[config.mk]
export PLATFORM = sky130hd
export DESIGN_NAME = bitspread_pwm
export DESIGN_NICKNAME = d
export VERILOG_FILES = /design/src/rtl/bitspread_pwm_pkg.sv /design/src/rtl/pwm_timebase.sv /design/src/rtl/pwm6_channel.sv /design/src/rtl/pwm14_channel.sv /design/src/rtl/bitspread_pwm.sv
export SDC_FILE = /design/constraint.sdc
export NUM_CORES = 1
export LEC_CHECK = 0
export BUFFER_PORTS_ARGS = -buffer_cell sky130_fd_sc_hd__buf_2
export CORE_UTILIZATION = 45
export DETAILED_ROUTE_END_ITERATION = 8
export SLEW_MARGIN = 10
export SYNTH_ARGS = -nofsm -noshare
export SYNTH_HDL_FRONTEND = slang
export SYNTH_HIERARCHICAL = 1
export SYNTH_SLANG_ARGS = --single-unit
[constraint.sdc]
create_clock -name clk -period 4.5 [get_ports clk]
set_input_delay 0.225 -clock clk [delete_from_list [all_inputs] [get_ports clk]]
set_output_delay 0.225 -clock clk [all_outputs]
set_load 0.05 [all_outputs]
[src/rtl/bitspread_pwm_pkg.sv]
package bitspread_pwm_pkg;

    localparam int VAL6_W = 6;
    localparam int NSEG   = 1 << VAL6_W;
    localparam int ADDR_W = 4;
    localparam int DATA_W = 8;

    typedef struct packed {
        logic                 wr;
        logic [ADDR_W-1:0]    addr;
        logic [DATA_W-1:0]    data;
    } reg_wr_t;

    typedef struct packed {
        logic              valid;
        logic [VAL6_W-1:0] value;
    } slot6_t;

    // Slice owner: the lowest set bit of the segment index picks the data bit.
    function automatic logic slice_on(input logic [VAL6_W-1:0] value,
                                      input logic [VAL6_W-1:0] seg);
        logic hit;
        logic found;
        hit   = 1'b0;
        found = 1'b0;
        for (int k = 0; k < VAL6_W; k++) begin
            if (!found && seg[k]) begin
                found = 1'b1;
                hit   = value[VAL6_W-1-k];
            end
        end
        return hit;
    endfunction

endpackage

[src/rtl/pwm_timebase.sv]
module pwm_timebase
    import bitspread_pwm_pkg::*;
#(
    parameter int SEG_TAU  = 4,
    parameter int COARSE_W = 8
) (
    input  logic                clk,
    input  logic                rst,
    output logic                tau_en,
    output logic [VAL6_W-1:0]   seg6,
    output logic                frame6_wrap,
    output logic [COARSE_W-1:0] q14,
    output logic [VAL6_W-1:0]   per14,
    output logic                frame14_wrap
);

    localparam int SUB_W = (SEG_TAU > 1) ? $clog2(SEG_TAU) : 1;
    localparam logic [SUB_W-1:0] SUB_LAST = SUB_W'(SEG_TAU - 1);

    logic [SUB_W-1:0] sub;
    logic             seg_step;

    assign seg_step     = tau_en && (sub == SUB_LAST);
    assign frame6_wrap  = seg_step && (&seg6);
    assign frame14_wrap = tau_en && (&q14) && (&per14);

    always_ff @(posedge clk) begin
        if (rst) tau_en <= 1'b0;
        else     tau_en <= ~tau_en;
    end

    always_ff @(posedge clk) begin
        if (rst) begin
            sub  <= '0;
            seg6 <= '0;
        end else if (tau_en) begin
            if (sub == SUB_LAST) begin
                sub  <= '0;
                seg6 <= seg6 + 1'b1;
            end else begin
                sub <= sub + 1'b1;
            end
        end
    end

    always_ff @(posedge clk) begin
        if (rst) begin
            q14   <= '0;
            per14 <= '0;
        end else if (tau_en) begin
            q14 <= q14 + 1'b1;
            if (&q14) per14 <= per14 + 1'b1;
        end
    end

endmodule

[src/rtl/pwm6_channel.sv]
module pwm6_channel
    import bitspread_pwm_pkg::*;
(
    input  logic              clk,
    input  logic              rst,
    input  logic              wr_stb,
    input  logic [VAL6_W-1:0] wr_val,
    input  logic              frame_wrap,
    input  logic [VAL6_W-1:0] seg,
    output slot6_t            active,
    output logic              pwm
);

    logic [VAL6_W-1:0] staged;
    logic              staged_full;

    always_ff @(posedge clk) begin
        if (rst) begin
            staged      <= '0;
            staged_full <= 1'b0;
            active      <= '0;
        end else begin
            if (frame_wrap && staged_full) begin
                active.value <= staged;
                active.valid <= 1'b1;
                staged_full  <= 1'b0;
            end
            if (wr_stb) begin
                staged      <= wr_val;
                staged_full <= 1'b1;
            end
        end
    end

    assign pwm = active.valid && slice_on(active.value, seg);

endmodule

[src/rtl/pwm14_channel.sv]
module pwm14_channel
    import bitspread_pwm_pkg::*;
#(
    parameter int COARSE_W = 8
) (
    input  logic                clk,
    input  logic                rst,
    input  logic                wr_coarse,
    input  logic                wr_fine,
    input  logic [COARSE_W-1:0] wr_coarse_val,
    input  logic [VAL6_W-1:0]   wr_fine_val,
    input  logic                frame_wrap,
    input  logic [COARSE_W-1:0] q,
    input  logic [VAL6_W-1:0]   per,
    output logic                valid,
    output logic                pwm
);

    typedef struct packed {
        logic [COARSE_W-1:0] coarse;
        logic [VAL6_W-1:0]   fine;
    } dac_word_t;

    logic [COARSE_W-1:0] coarse_reg;
    dac_word_t           staged;
    logic                staged_full;
    dac_word_t           act;
    logic [COARSE_W:0]   thresh;

    always_ff @(posedge clk) begin
        if (rst) begin
            coarse_reg  <= '0;
            staged      <= '0;
            staged_full <= 1'b0;
            act         <= '0;
            valid       <= 1'b0;
        end else begin
            if (wr_coarse) coarse_reg <= wr_coarse_val;
            if (frame_wrap && staged_full) begin
                act         <= staged;
                valid       <= 1'b1;
                staged_full <= 1'b0;
            end
            if (wr_fine) begin
                staged.coarse <= coarse_reg;
                staged.fine   <= wr_fine_val;
                staged_full   <= 1'b1;
            end
        end
    end

    assign thresh = {1'b0, act.coarse} + {{COARSE_W{1'b0}}, slice_on(act.fine, per)};
    assign pwm    = valid && ({1'b0, q} < thresh);

endmodule

[src/rtl/bitspread_pwm.sv]
module bitspread_pwm
    import bitspread_pwm_pkg::*;
#(
    parameter int NCH6     = 8,
    parameter int SEG_TAU  = 4,
    parameter int COARSE_W = 8
) (
    input  logic              clk,
    input  logic              rst,
    input  logic              wr_en,
    input  logic [ADDR_W-1:0] wr_addr,
    input  logic [DATA_W-1:0] wr_data,
    input  logic [NCH6-1:0]   port6_in,
    input  logic              port14_in,
    output logic [NCH6-1:0]   pwm6_pin,
    output logic              pwm14_pin
);

    localparam logic [ADDR_W-1:0] A_COARSE = ADDR_W'(NCH6);
    localparam logic [ADDR_W-1:0] A_FINE   = ADDR_W'(NCH6 + 1);
    localparam logic [ADDR_W-1:0] A_SEL6   = ADDR_W'(NCH6 + 2);
    localparam logic [ADDR_W-1:0] A_SEL14  = ADDR_W'(NCH6 + 3);

    reg_wr_t                   wreq;
    logic                      tau_en;
    logic [VAL6_W-1:0]         seg6;
    logic                      frame6_wrap;
    logic [COARSE_W-1:0]       q14;
    logic [VAL6_W-1:0]         per14;
    logic                      frame14_wrap;
    logic [NCH6-1:0]           raw6;
    logic [NCH6*VAL6_W-1:0]    lat6_flat;
    logic                      raw14;
    logic                      valid14;
    logic [NCH6-1:0]           sel6;
    logic                      sel14;

    assign wreq = '{wr: wr_en, addr: wr_addr, data: wr_data};

    pwm_timebase #(.SEG_TAU(SEG_TAU), .COARSE_W(COARSE_W)) u_tb (
        .clk(clk), .rst(rst), .tau_en(tau_en), .seg6(seg6),
        .frame6_wrap(frame6_wrap), .q14(q14), .per14(per14),
        .frame14_wrap(frame14_wrap)
    );

    for (genvar i = 0; i < NCH6; i++) begin : g_ch6
        slot6_t slot;
        pwm6_channel u_ch (
            .clk(clk), .rst(rst),
            .wr_stb(wreq.wr && (wreq.addr == ADDR_W'(i))),
            .wr_val(wreq.data[VAL6_W-1:0]),
            .frame_wrap(frame6_wrap), .seg(seg6),
            .active(slot), .pwm(raw6[i])
        );
        assign lat6_flat[i*VAL6_W +: VAL6_W] = slot.value;
        assign pwm6_pin[i] = sel6[i] ? raw6[i] : port6_in[i];
    end

    pwm14_channel #(.COARSE_W(COARSE_W)) u_ch14 (
        .clk(clk), .rst(rst),
        .wr_coarse(wreq.wr && (wreq.addr == A_COARSE)),
        .wr_fine(wreq.wr && (wreq.addr == A_FINE)),
        .wr_coarse_val(wreq.data[COARSE_W-1:0]),
        .wr_fine_val(wreq.data[VAL6_W-1:0]),
        .frame_wrap(frame14_wrap), .q(q14), .per(per14),
        .valid(valid14), .pwm(raw14)
    );

    always_ff @(posedge clk) begin
        if (rst) begin
            sel6  <= '0;
            sel14 <= 1'b0;
        end else if (wreq.wr) begin
            if (wreq.addr == A_SEL6)  sel6  <= wreq.data[NCH6-1:0];
            if (wreq.addr == A_SEL14) sel14 <= wreq.data[0];
        end
    end

    assign pwm14_pin = sel14 ? raw14 : port14_in;

endmodule

==> qor.txt <==
dpl cell area = 8068 sq um
Post-synth top cells = dfxtp_1, nand2_1, nor2_1, a21oi_1, mux2i_1
Remaining DRCs = 0
Power Density = 391.2 nW/um^2
achievable frequency = 267.4 MHz
number of global-route vias before repair = 5,660
Fin Hold WS = 0.1003 ns
Die H = 133.7 um
placed cell count = 1,088
Synth warnings = 6
Max clock buf depth = 2
Int Pwr = 2.675 mW
count of state elements after synthesis = 182
non-filler cells, final = 1,120
Reg clk slew, reported paths = 0.07 ns
status = finished, final reports clean
Worst Path Max Fanout = 6
Final ANT Viol Nets = 0
Post-Layout Inst Area = 8728 sq um
Die W = 133.7 um
average wire per standard cell = 15.59 um
Area growth syn-to-layout = 11.85%
Synth area leader = dfxtp_1
Remaining Overflow, GRT = 0
Clock power frac = 48.1%
vias per cell = 5.327
sequential element share of the synthesized area = 46.69%
fin nets = 924
All-Layer GR Usage = 20.93%
Max Cap Violations = 0
Finished Core Util = 52.08%
Largest Register = g_ch6.u_ch/active
PnR worst setup slack = 0.7597 ns
startpoint types = register
initial antenna violation count = 0
CP endpoint kind = output pin
GPL Wtd Cong = 0.7841
RSZ-0062 raised after global routing = no
switching pwr = 0.7397 mW
most frequent cell after synthesis = dfxtp_1
Combinational Power Share = 3.9%
core box area = 16,760 sq um
Num CTS Buffers = 17
Flop pwr share = 48.1%
first-pass GRT wire length = 29.19 mm
I/O pin total = 33
Post-Route Skew = 0.01157 ns
syn avg cell area = 8.898 sq um
Fillers = 1,607
largest net degree at the start of global routing = 119
Placement Setup Slack = 1.226 ns
Tot Pwr = 3.414 mW
Mapped Nets = 914
Yosys top cell area share = 46.69%
Netlist cell types = 46
top flop regs = g_ch6.u_ch/active: 56 flops, g_ch6.u_ch/staged: 48 flops
setup tns final = 0 ns
Max VDD drop = 0.0002935 V
Slew Limit Fails = 0
WP data required = 4.28 ns
final WL = 17.46 mm
Synth Cell Area = 7804 sq um
Post-synth EDFFs = 0
worst-skew pair later-pin latency = 0.43 ns
area of the multi-input gates = 3880 sq um
share of cells above drive strength 1 = 10.22%
ys async rst share = 0%
max reg flops = 56
post-cts resize count = 0
port bufs = 32
hold-fix buffers at CTS = 0
final setup fails = 0
vias post-DR = 5,966
Initial Utilization = 46.56%
min-delay worst type = in2reg
1st-iter DRT viols = 324
root buf cell = clkbuf_16
main flop type after synthesis = dfxtp_1
clock sinks = 182
CP Class = reg2out
ranking of synthesized cells by area = dfxtp_1, mux2i_1, a21oi_1, nand2_1, nor2_1
cells after synthesis = 877
drt first pass iters = 5
setup bufs post-CTS = 0
Final Hold Vio Count = 0
register area = 3643 sq um
Die ar. = 17,870 sq um
Sw Share = 21.67%
Arr. time, crit path = 3.52 ns
ANT cells = 0
slew margin rel. = 16.85%
crit path time final = 3.740 ns
period utilisation layout = 83.12%
CTS tree = yes
# rows = 47
cell leakage power = 2.854 nW
DP HPWL = 10.88 mm
Tightest Pin Transition = 1.238 ns
CTS H-tree depth = 4
[cells in the final DEF (no fill, tap or decap), types with 6 or more instances in the layout]
cell,Yosys,routed
a211oi_1,9,9
a21o_1,8,8
a21oi_1,94,94
a32oi_1,8,8
buf_2,30,31
clkbuf_16,0,17
dfxtp_1,182,182
ha_1,13,13
inv_1,12,12
mux2_2,11,11
mux2i_1,82,82
nand2_1,117,117
nand2b_1,28,28
nand3_1,63,63
nand3b_1,9,9
nand4_1,7,7
nand4b_1,8,8
nor2_1,110,109
o21ai_0,6,6
o31ai_1,6,6
or3b_1,8,8
xor2_1,11,11
[worst max-delay path: stages (launching register included)]
cell and delay [ns]:
dfxtp_1 0.42, a21oi_1 0.09, o21ai_0 0.08, a221oi_1 0.10
o31ai_1 0.45, ha_1 0.30, nand4_1 0.13, xor2_1 0.17
ha_1 0.29, a211o_1 0.29, o211ai_1 0.08, o311ai_0 0.16
a21oi_1 0.14, mux2_2 0.15, buf_2 0.25
[power by group through the flow]
stage	Combinational [mW]	Clock (mW)	Sequential, mW
2_1_floorplan	0.0878	0	1.67
3_3_place_gp	0.132	0	1.68
3_5_place_dp	0.133	0	1.68
4_1_cts	0.133	1.68	1.64
5_1_grt	0.143	1.74	1.64
6_report	0.132	1.64	1.64
[logic make-up after synthesis]
family / after synthesis / share of synthesized area (%)
flops: 182 / 46.69
simple gates: 381 / 23.89
mux: 93 / 12.11
compound gates: 136 / 10.02
buf+inv: 59 / 3.752
xor+xnor: 13 / 1.459
fa+ha+maj: 13 / 2.084
[final cells by class]
class                   instances  area share [%]
repair buffers                 38           2.566
clock inverters                13           2.494
clock buffers                  19           5.075
multi-input cells             636           44.45
flip-flops and latches        182           41.74
inverters                      12          0.5161
well taps                     220           3.154
[metal layers]
layer	vias up	track usage, %	routed length, um
met4	0	6.881	184
met1	2784	28.37	8788
met2	101	33.33	7887
li1	3066	-	-
met5	-	0	0
met3	15	4.072	603
[path summary, 6_finish.rpt]
path	slack, ns	depth (start not counted)	end	start
max	0.76	14	pwm14_pin	u_tb/per14[4]$_SDFFE_PP0P_
min	0.10	3	sel6[6]$_SDFFE_PP0P_	wr_data[6]
max reg2reg	1.83	5	u_ch14/act[4]$_SDFFE_PP0P_	u_tb/tau_en$_SDFF_PP0_
min reg2reg	0.45	2	u_ch14/act[3]$_SDFFE_PP0P_	u_ch14/staged[3]$_SDFFE_PP0P_
No activity file was read; power rests on OpenSTA's default activity.
